`config.mk`:
```
export PLATFORM = sky130hd
export DESIGN_NAME = jtag_tap
export DESIGN_NICKNAME = d
export VERILOG_FILES = /design/src/rtl/jtag_tap.sv
export SDC_FILE = /design/constraint.sdc
export NUM_CORES = 1
export LEC_CHECK = 0
export BUFFER_PORTS_ARGS = -buffer_cell sky130_fd_sc_hd__buf_2
export CAP_MARGIN = 20
export CORE_UTILIZATION = 50
export CTS_BUF_LIST = sky130_fd_sc_hd__clkbuf_16
export DETAILED_ROUTE_END_ITERATION = 8
export GPL_TIMING_DRIVEN = 0
export PLACE_DENSITY = 0.79
export SLEW_MARGIN = 40
export SYNTH_ARGS = -nofsm -noshare
export SYNTH_HDL_FRONTEND = slang
export SYNTH_SLANG_ARGS = --single-unit
```
`constraint.sdc`:
```
create_clock -name tck -period 2.04 [get_ports tck]
set_clock_uncertainty 0.1 [all_clocks]
set_input_delay 0.102 -clock tck [delete_from_list [all_inputs] [get_ports tck]]
set_output_delay 0.102 -clock tck [all_outputs]
set_load 0.05 [all_outputs]
```
`src/rtl/jtag_tap.sv`:
```
module jtag_tap #(
  parameter int          UW      = 8,
  parameter logic [2:0]  BYP_OP  = 3'b110,
  parameter logic [2:0]  USER_OP = 3'b010,
  parameter logic [2:0]  IR_CAP  = 3'b001
) (
  input  logic          tck,
  input  logic          por_n,
  input  logic          tms,
  input  logic          tdi,
  input  logic [UW-1:0] user_din,
  output logic          tdo,
  output logic          tdo_oe,
  output logic [UW-1:0] user_dout
);

  typedef enum logic [3:0] {
    S_TLR, S_RTI,
    S_SELDR, S_CAPDR, S_SHDR, S_EX1DR, S_PADR, S_EX2DR, S_UPDR,
    S_SELIR, S_CAPIR, S_SHIR, S_EX1IR, S_PAIR, S_EX2IR, S_UPIR
  } tap_st_t;

  tap_st_t       state, nxt;
  logic [2:0]    ir, ir_sh;
  logic          byp;
  logic [UW-1:0] ud_sh;
  logic          sel_user;

  assign sel_user = (ir == USER_OP);

  always_comb begin
    case (state)
      S_TLR:   nxt = tms ? S_TLR   : S_RTI;
      S_RTI:   nxt = tms ? S_SELDR : S_RTI;
      S_SELDR: nxt = tms ? S_SELIR : S_CAPDR;
      S_CAPDR: nxt = tms ? S_EX1DR : S_SHDR;
      S_SHDR:  nxt = tms ? S_EX1DR : S_SHDR;
      S_EX1DR: nxt = tms ? S_UPDR  : S_PADR;
      S_PADR:  nxt = tms ? S_EX2DR : S_PADR;
      S_EX2DR: nxt = tms ? S_UPDR  : S_SHDR;
      S_UPDR:  nxt = tms ? S_SELDR : S_RTI;
      S_SELIR: nxt = tms ? S_TLR   : S_CAPIR;
      S_CAPIR: nxt = tms ? S_EX1IR : S_SHIR;
      S_SHIR:  nxt = tms ? S_EX1IR : S_SHIR;
      S_EX1IR: nxt = tms ? S_UPIR  : S_PAIR;
      S_PAIR:  nxt = tms ? S_EX2IR : S_PAIR;
      S_EX2IR: nxt = tms ? S_UPIR  : S_SHIR;
      S_UPIR:  nxt = tms ? S_SELDR : S_RTI;
      default: nxt = S_TLR;
    endcase
  end

  always_ff @(posedge tck or negedge por_n) begin
    if (!por_n) state <= S_TLR;
    else        state <= nxt;
  end

  always_ff @(posedge tck or negedge por_n) begin
    if (!por_n) begin
      ir_sh <= IR_CAP;
      ir    <= BYP_OP;
    end else begin
      if (state == S_CAPIR)     ir_sh <= IR_CAP;
      else if (state == S_SHIR) ir_sh <= {tdi, ir_sh[2:1]};
      if (state == S_TLR)       ir <= BYP_OP;
      else if (state == S_UPIR) ir <= ir_sh;
    end
  end

  always_ff @(posedge tck or negedge por_n) begin
    if (!por_n) begin
      byp       <= 1'b0;
      ud_sh     <= '0;
      user_dout <= '0;
    end else begin
      if (state == S_CAPDR)                   byp <= 1'b0;
      else if (state == S_SHDR && !sel_user)  byp <= tdi;
      if (sel_user) begin
        if (state == S_CAPDR)     ud_sh <= user_din;
        else if (state == S_SHDR) ud_sh <= {tdi, ud_sh[UW-1:1]};
        if (state == S_UPDR)      user_dout <= ud_sh;
      end
    end
  end

  always_ff @(negedge tck or negedge por_n) begin
    if (!por_n) begin
      tdo    <= 1'b0;
      tdo_oe <= 1'b0;
    end else begin
      tdo_oe <= (state == S_SHIR) || (state == S_SHDR);
      tdo    <= (state == S_SHIR) ? ir_sh[0] : (sel_user ? ud_sh[0] : byp);
    end
  end

  logic [2:0] ones_q;
  always_ff @(posedge tck or negedge por_n) begin
    if (!por_n)       ones_q <= '0;
    else if (!tms)    ones_q <= '0;
    else if (ones_q != 3'd7) ones_q <= ones_q + 3'd1;
  end


  tms_reset_chk: assert property (@(posedge tck) disable iff (!por_n)
    (ones_q >= 3'd5) |-> (state == S_TLR));


  tlr_bypass_chk: assert property (@(posedge tck) disable iff (!por_n)
    (state == S_TLR) |=> (ir == BYP_OP));


  ir_hold_chk: assert property (@(posedge tck) disable iff (!por_n)
    (state != S_UPIR && state != S_TLR) |=> $stable(ir));


  ir_capture_chk: assert property (@(posedge tck) disable iff (!por_n)
    (state == S_CAPIR) |=> (ir_sh == IR_CAP));


  upd_hold_chk: assert property (@(posedge tck) disable iff (!por_n)
    !(state == S_UPDR && sel_user) |=> $stable(user_dout));


  byp_delay_chk: assert property (@(posedge tck) disable iff (!por_n)
    (state == S_SHDR && !sel_user) |=> (byp == $past(tdi)));


  oe_shift_chk: assert property (@(posedge tck) disable iff (!por_n)
    tdo_oe |-> (state == S_SHIR || state == S_SHDR));

endmodule

```
==> results of run 1 <==
[final cells by class]
type                    count  share of cell area
flip-flops and latches     29               0.362
multi-input cells          84               0.361
repair buffers             38               0.133
clock buffers               5              0.0620
plain buffers               7              0.0440
well taps                  31              0.0192
inverters                   6              0.0112
clock inverters             3             0.00682
[per-layer routing]
layer | routed length [µm] | vias up | GRT usage | share of wire
li1 | - | 552 | - | -
met5 | 0 | - | 0 | 0
met2 | 1780 | 51 | 0.376 | 0.52
met1 | 1400 | 602 | 0.294 | 0.41
met3 | 191 | 7 | 0.0791 | 0.056
met4 | 70 | 0 | 0.108 | 0.020
[power by group through the flow]
stage                     clock network [mW]  registers, mW  logic (mW)
final                                  0.674          0.819        1.25
after global routing                   0.722          0.837        1.34
after CTS                              0.684          0.810        1.13
after detailed placement                   0          0.810       0.913
after global placement                     0          0.799       0.875
after floorplan                            0          0.871       0.651
[registers in the layout (all words and copies together), names as in the netlist]
| signal | count |
|---|---|
| ud_sh | 8 |
| user_dout | 8 |
| state | 4 |
| ir | 3 |
| ir_sh | 3 |
| byp | 1 |
| tdo | 1 |
| tdo_oe | 1 |
[cells by family (layout without fill, tap and decap cells)]
kind of cell / count (synthesis) / after routing / synth area share
buffers and inverters: 15 / 59 / 0.0412
flip-flops: 29 / 29 / 0.500
multiplexers: 26 / 26 / 0.199
AO/OA/AOI/OAI: 25 / 25 / 0.118
AND/OR/NAND/NOR: 33 / 33 / 0.142
[stage by stage]
stage	cells	total power, mW
global route	203	2.90
global placement	180	1.67
finish	203	2.74
detailed placement	180	1.72
CTS	200	2.62
floorplan	128	1.52
[worst min path at each step]
stage	start	endpoint	cells after the start
after floorplan	por_n	byp$_DFFE_PN0P_	0
after global placement	por_n	user_dout[0]$_DFFE_PN0P_	1
after detailed placement	por_n	user_dout[1]$_DFFE_PN0P_	1
after CTS	tdi	byp$_DFFE_PN0P_	3
after global routing	tdi	byp$_DFFE_PN0P_	3
final	tdi	ir_sh[2]$_DFFE_PN0N_	3
[synth_stat cells, drive strengths merged (2+ instances only)]
cell / instances / area, µm²
clkbuf: 6 / 22.5
nor4bb: 3 / 30.0
mux2i: 2 / 20.0
o21ai: 8 / 40.0
nor2b: 2 / 12.5
mux2: 24 / 270
and3: 2 / 12.5
nor3: 4 / 20.0
o22ai: 2 / 12.5
nand2: 6 / 22.5
inv: 6 / 22.5
dfstp: 3 / 78.8
a221oi: 2 / 17.5
dfrtn: 2 / 50.1
dfrtp: 24 / 601
a21oi: 4 / 20.0
nor2: 7 / 26.3
a22oi: 2 / 15.0
buf: 3 / 15.0
[critical path: cells and delay by family (launching register included)]
| kind | cells | cell delay (ps) |
|---|---|---|
| compound gates | 1 | 90 |
| simple gates | 1 | 220 |
| mux | 1 | 230 |
| flops | 1 | 520 |
[what timing repair did]
action / CTS / global route
resized for setup: 15 / 17
endpoints found under the hold margin: 24 / 0
setup endpoints to repair: 4 / 12
pin swaps: 5 / 2
setup buffers: 13 / 2
cloned: 0 / 1
hold buffers: 1 / 0
==> metrics.log, run 1 <==
[metrics] status: complete, but fails checks
[metrics] failing checks: setup timing
[metrics] number of synthesized flops with an enable pin: 0
[metrics] part of the total power dissipated in combinational logic: 0.456
[metrics] largest fanout on the critical path: 2
[metrics] routability cong.: 0.751
[metrics] Hold Fails Final Rpt: 0
[metrics] clock network fraction of design power: 0.246
[metrics] Die H: 56.0 µm
[metrics] clock latency on the worst-skew pair: 270 ps
[metrics] Sink Count: 29
[metrics] total routing resource utilization after global routing: 0.237
[metrics] Worst path max stage delay: 520 ps
[metrics] kind of critical path: flop to flop
[metrics] clock root buffer: clkbuf_16
[metrics] Max Cap Violations: 0
[metrics] areal power density over the cells: 1360 nW/µm²
[metrics] total gr overflow: 0
[metrics] Detail Placement HPWL: 2.02 mm
[metrics] sequential cell area fraction in the yosys report: 0.500
[metrics] clock tree from TritonCTS: built
[metrics] post-layout utilization of the core: 0.731
[metrics] residual antenna-violating net count after detailed routing: 0
[metrics] switch share: 0.343
[metrics] number of buffers on the longest clock path: 2
[metrics] worst relative slew slack: 0.568
[metrics] slowest library cell on the worst path: dfstp_2
[metrics] worst hold margin: 61.4 ps
[metrics] width of the die: 56.0 µm
[metrics] critical register-to-register path endpoint: tdo$_DFF_NN0_
[metrics] area taken by multi-input logic gates: 728 µm²
[metrics] number of DRC markers in iteration 0: 65
[metrics] Clk pin slew, worst setup/hold paths: 50 ps
[metrics] starting utilization of the core area: 0.529
[metrics] post-route design area: 2020 µm²
[metrics] Avg Synthesized Cell Area: 11.4 µm²
[metrics] register-to-register setup slack: -270 ps
[metrics] endpoint type of the worst setup path: flop
[metrics] most frequent standard cell in the layout excluding fill and tap cells: dfrtp_1
[metrics] worst setup slack before clock tree synthesis: -407 ps
[metrics] area growth from synthesis to layout: 38.3%
[metrics] share of flip-flops with an asynchronous set or reset: 1.00
[metrics] Post-Synthesis Cell Area: 1460 µm²
[metrics] Worst Setup Start Kind: flop
[metrics] predominant post-synthesis flop cell: dfrtp_1
[metrics] H-tree depth: 2
[metrics] final worst slack: -275 ps
[metrics] Total Routed Length: 3.43 mm
[metrics] number of flip-flops and latches in the synthesized netlist: 29
[metrics] CP endpoint: tdo$_DFF_NN0_
[metrics] warnings from Yosys: 0
[metrics] Die Outline Area: 3140 µm²
[metrics] cell breakdown of the critical path: nor3b_4, mux2i_1, a21oi_1
[metrics] wire per inst: 16.9 µm
[metrics] count of final setup violators: 4
[metrics] CORE AREA: 2760 µm²
[metrics] fin nets: 183
[metrics] highest-count cells in the layout ignoring fill and taps: dfrtp_1 (23), buf_2 (20), mux2_2 (16), buf_4 (12)
[metrics] placed cell areas: 1640 µm²
[metrics] pin count of the biggest net entering global routing: 30
[metrics] accumulated negative setup slack: -485 ps
[metrics] global-route wire length before repair: 5.58 mm
[metrics] number of antenna violations at the first check in global routing: 0
[metrics] I/O pin total: 22
[metrics] Switch Pwr: 0.941 mW
[metrics] count of vias placed by the detailed router: 1212
[metrics] count of final max-slew check failures: 0
[metrics] I/O Buffers: 21
[metrics] number of standard-cell rows in the floorplan: 19
[metrics] min-delay worst type: input pin to flop
[metrics] nets in the synthesized netlist: 140
[metrics] Filler Cell Count: 182
[metrics] antenna diode instance count: 0
[metrics] Peak VDD IR: 1160 µV
[metrics] leakage dissipation: 1.01 nW
[metrics] vias in the first global route: 1135
[metrics] proportion of layout cells with a drive suffix above 1: 0.500
[metrics] setup repair after global routing missed its margin: true
[metrics] number of distinct library cells after synthesis: 36
[metrics] Worst R2R Start: ir[1]$_DFFE_PN1P_
[metrics] total clock buffers created by CTS: 5
[metrics] beginning of the critical path: ir[1]$_DFFE_PN1P_
[metrics] Arr. time, crit path: 1330 ps
[metrics] Syn Inst Count: 128
[metrics] internal power: 1.80 mW
[metrics] Detailed Routing Iterations Pass 1: 4
[metrics] Vias per Instance: 5.97
[metrics] combined flip-flop and latch cell area: 731 µm²
[metrics] proportion of power drawn by flip-flops and latches: 0.298
[metrics] required time reported for the critical path endpoint: 1060 ps
[metrics] Tightest Pin Transition: 647 ps
[metrics] path depth of the worst reg2reg path: 3
[metrics] Remaining DRCs: 0
(Power assumes the default switching activity.)
==> run 2: changes to the inputs <==
==> constraint.sdc (replaced) <==
create_clock -name tck -period 2.04 [get_ports tck]
set_clock_uncertainty 0.1 [all_clocks]
set_input_delay 0.306 -clock tck [delete_from_list [all_inputs] [get_ports tck]]
set_output_delay 0.306 -clock tck [all_outputs]
set_load 0.05 [all_outputs]
==> run 2 against run 1 <==
  * The flow still finishes with violations (setup timing)
  * Critical path depth is the same
  * Die area is the same
  * Count of clock-buffer cells in the layout is the same
  * Routed wire length grew 0.35%
  * Non-clock buffer count grew 1
  * Clock power is essentially flat
  * Via count grew 0.17%
  * Final cell count grew 0.49%
  * Flip-flop and latch count is the same
  * Largest power group unchanged
  * First-iteration DRC count grew 9.2%
  * Register-to-register slack is essentially flat
  * Sequential share of layout area shrank 0.36 points
  * Critical endpoint unchanged
==> metrics.log, run 2 (synthesis gave the netlist of run 1 again) <==
[metrics] I/O pin total: 22 (unchanged)
[metrics] global-route wire length before repair: 5.66 mm (+1.5%)
[metrics] final worst slack: -276 ps (-0.688 ps)
[metrics] worst setup slack before clock tree synthesis: -407 ps (unchanged)
[metrics] starting utilization of the core area: 0.529 (unchanged)
[metrics] setup repair after global routing missed its margin: true
[metrics] Max Cap Violations: 0 (unchanged)
[metrics] critical register-to-register path endpoint: tdo$_DFF_NN0_
[metrics] Switch Pwr: 0.943 mW (+0.17%)
[metrics] Arr. time, crit path: 1330 ps (about the same)
[metrics] cell breakdown of the critical path: nor3b_4, mux2i_1, a21oi_1
[metrics] kind of critical path: flop to flop
[metrics] largest fanout on the critical path: 2 (unchanged)
[metrics] most frequent standard cell in the layout excluding fill and tap cells: dfrtp_1
[metrics] number of buffers on the longest clock path: 2 (unchanged)
[metrics] part of the total power dissipated in combinational logic: 0.456 (about the same)
[metrics] depth of the worst hold-timing path: 3 (unchanged)
[metrics] total power of the final layout: 2.75 mW (+0.20%)
[metrics] total clock buffers created by CTS: 5 (unchanged)
[metrics] Sink Count: 29 (unchanged)
[metrics] Die H: 56.0 µm (unchanged)
[metrics] Clk pin slew, worst setup/hold paths: 50 ps (about the same)
[metrics] WHS Endpoint: ir_sh[2]$_DFFE_PN0N_
[metrics] failing checks: setup timing
[metrics] number of standard-cell rows in the floorplan: 19 (unchanged)
[metrics] slowest library cell on the worst path: dfstp_2
[metrics] worst hold margin: 265 ps (+203 ps)
[metrics] path depth of the worst reg2reg path: 3 (unchanged)
[metrics] buffers and inverters on the worst path: 0 (unchanged)
[metrics] min-delay worst type: input pin to flop
[metrics] Remaining DRCs: 0 (unchanged)
[metrics] Worst Hold Launch: tdi
[metrics] Worst R2R Start: ir[1]$_DFFE_PN1P_
[metrics] routability cong.: 0.751 (unchanged)
[metrics] number of antenna violations at the first check in global routing: 0 (unchanged)
[metrics] Vias per Instance: 5.95 (-0.33%)
[metrics] pin count of the biggest net entering global routing: 25 (-17%)
[metrics] register-to-register setup slack: -280 ps (about the same)
[metrics] residual antenna-violating net count after detailed routing: 0 (unchanged)
[metrics] Total Routed Length: 3.45 mm (+0.35%)
[metrics] leakage dissipation: 1.02 nW (+0.93%)
[metrics] total routing resource utilization after global routing: 0.242 (+0.00448)
[metrics] highest-count cells in the layout ignoring fill and taps: dfrtp_1 (23), buf_2 (20), mux2_2 (16), buf_4 (12)
[metrics] worst relative slew slack: 0.745 (+0.176)
[metrics] Detail Placement HPWL: 2.02 mm (unchanged)
[metrics] antenna diode instance count: 0 (unchanged)
[metrics] Detailed Routing Iterations Pass 1: 4 (unchanged)
[metrics] area growth from synthesis to layout: 39.6%
[metrics] proportion of power drawn by flip-flops and latches: 0.299 (about the same)
[metrics] I/O Buffers: 21 (unchanged)
[metrics] H-tree depth: 2 (unchanged)
[metrics] switch share: 0.343 (about the same)
[metrics] width of the die: 56.0 µm (unchanged)
[metrics] internal power: 1.81 mW (+0.21%)
[metrics] proportion of layout cells with a drive suffix above 1: 0.503 (+0.00289)
[metrics] area taken by multi-input logic gates: 728 µm² (unchanged)
[metrics] endpoint type of the worst setup path: flop
[metrics] areal power density over the cells: 1350 nW/µm² (-0.79%)
[metrics] combined flip-flop and latch cell area: 731 µm² (unchanged)
[metrics] number of DRC markers in iteration 0: 71 (+9.2%)
[metrics] vias in the first global route: 1142 (+0.62%)
[metrics] total gr overflow: 0 (unchanged)
[metrics] count of vias placed by the detailed router: 1214 (+0.17%)
[metrics] category of cells accounting for the largest share of critical-path delay: flip-flops
[metrics] clock network fraction of design power: 0.245 (about the same)
[metrics] Die Outline Area: 3140 µm² (unchanged)
[metrics] fin nets: 184 (+0.55%)
[metrics] CORE AREA: 2760 µm² (unchanged)
[metrics] Tightest Pin Transition: 380 ps (-268 ps)
[metrics] Worst Setup Start Kind: flop
[metrics] required time reported for the critical path endpoint: 1060 ps (about the same)
[metrics] status: complete, but fails checks
[metrics] clock tree from TritonCTS: built
[metrics] clock root buffer: clkbuf_16
[metrics] Worst path max stage delay: 520 ps (about the same)
[metrics] Hold Fails Final Rpt: 0 (unchanged)
[metrics] wire per inst: 16.9 µm (-0.14%)
[metrics] post-layout utilization of the core: 0.739 (+0.00726)
[metrics] biggest regs: ud_sh (8), user_dout (8), state (4)
[metrics] clock latency on the worst-skew pair: 270 ps (about the same)
[metrics] count of final setup violators: 4 (unchanged)
[metrics] Filler Cell Count: 180 (-1.1%)
[metrics] count of final max-slew check failures: 0 (unchanged)
[metrics] Peak VDD IR: 1160 µV (about the same)
==> run 2: what timing repair did <==
item / CTS / global route
hold buffers: 2 / 0
gates resized for setup: 15 / 17
setup endpoints to repair: 4 / 12
pin swaps: 5 / 2
endpoints found under the hold margin: 24 / 0
buffers inserted: 13 / 2
cloned: 0 / 1
==> run 2: area by class of cell <==
type / instances / area share
sequential: 29 / 0.359
tap: 31 / 0.0190
clock inverter: 3 / 0.00676
inverter: 6 / 0.0111
clock buffer: 5 / 0.0614
timing repair buffer: 39 / 0.142
multi-input combinational: 84 / 0.357
buffer: 7 / 0.0436
==> run 2: power groups by stage <==
| stage | logic [mW] | registers [mW] | clock network [mW] |
|---|---|---|---|
| global placement | 0.875 | 0.799 | 0 |
| global route | 1.35 | 0.837 | 0.722 |
| finish | 1.25 | 0.821 | 0.674 |
| CTS | 1.13 | 0.810 | 0.684 |
| detailed placement | 0.913 | 0.810 | 0 |
| floorplan | 0.651 | 0.871 | 0 |
==> run 2: worst register-to-register path: stages (launching register included) <==
cell     delay [ps]
dfstp_2         520
nor3b_4         230
mux2i_1         230
a21oi_1          90
==> run 2: worst max-delay path by stage <==
stage,depth (start not counted),slack (ps),start,to
finish,3,-280,ir[1]$_DFFE_PN1P_,tdo$_DFF_NN0_
global placement,3,-400,ir[1]$_DFFE_PN1P_,tdo$_DFF_NN0_
detailed placement,3,-410,ir[1]$_DFFE_PN1P_,tdo$_DFF_NN0_
CTS,3,-280,ir[1]$_DFFE_PN1P_,tdo$_DFF_NN0_
global route,3,-330,ir[1]$_DFFE_PN1P_,tdo$_DFF_NN0_
floorplan,3,-290,ir[1]$_DFFE_PN1P_,tdo$_DFF_NN0_
==> run 2: through the flow <==
stage                     setup TNS, ps  cells  instance area (µm²)
after CTS                         -1110    201                 1940
final                              -903    204                 2040
after floorplan                    -478    128                 1500
after global placement             -601    180                 1640
after detailed placement           -658    180                 1640
after global routing              -1150    204                 2040
==> run 2: routing by layer <==
metal | GRT usage | wire [µm] | share of wire | vias to the layer above
met5 | 0 | 0 | 0 | -
met4 | 0.108 | 80 | 0.023 | 0
met3 | 0.0814 | 177 | 0.051 | 9
met2 | 0.374 | 1800 | 0.52 | 52
met1 | 0.308 | 1390 | 0.40 | 599
li1 | - | - | - | 554
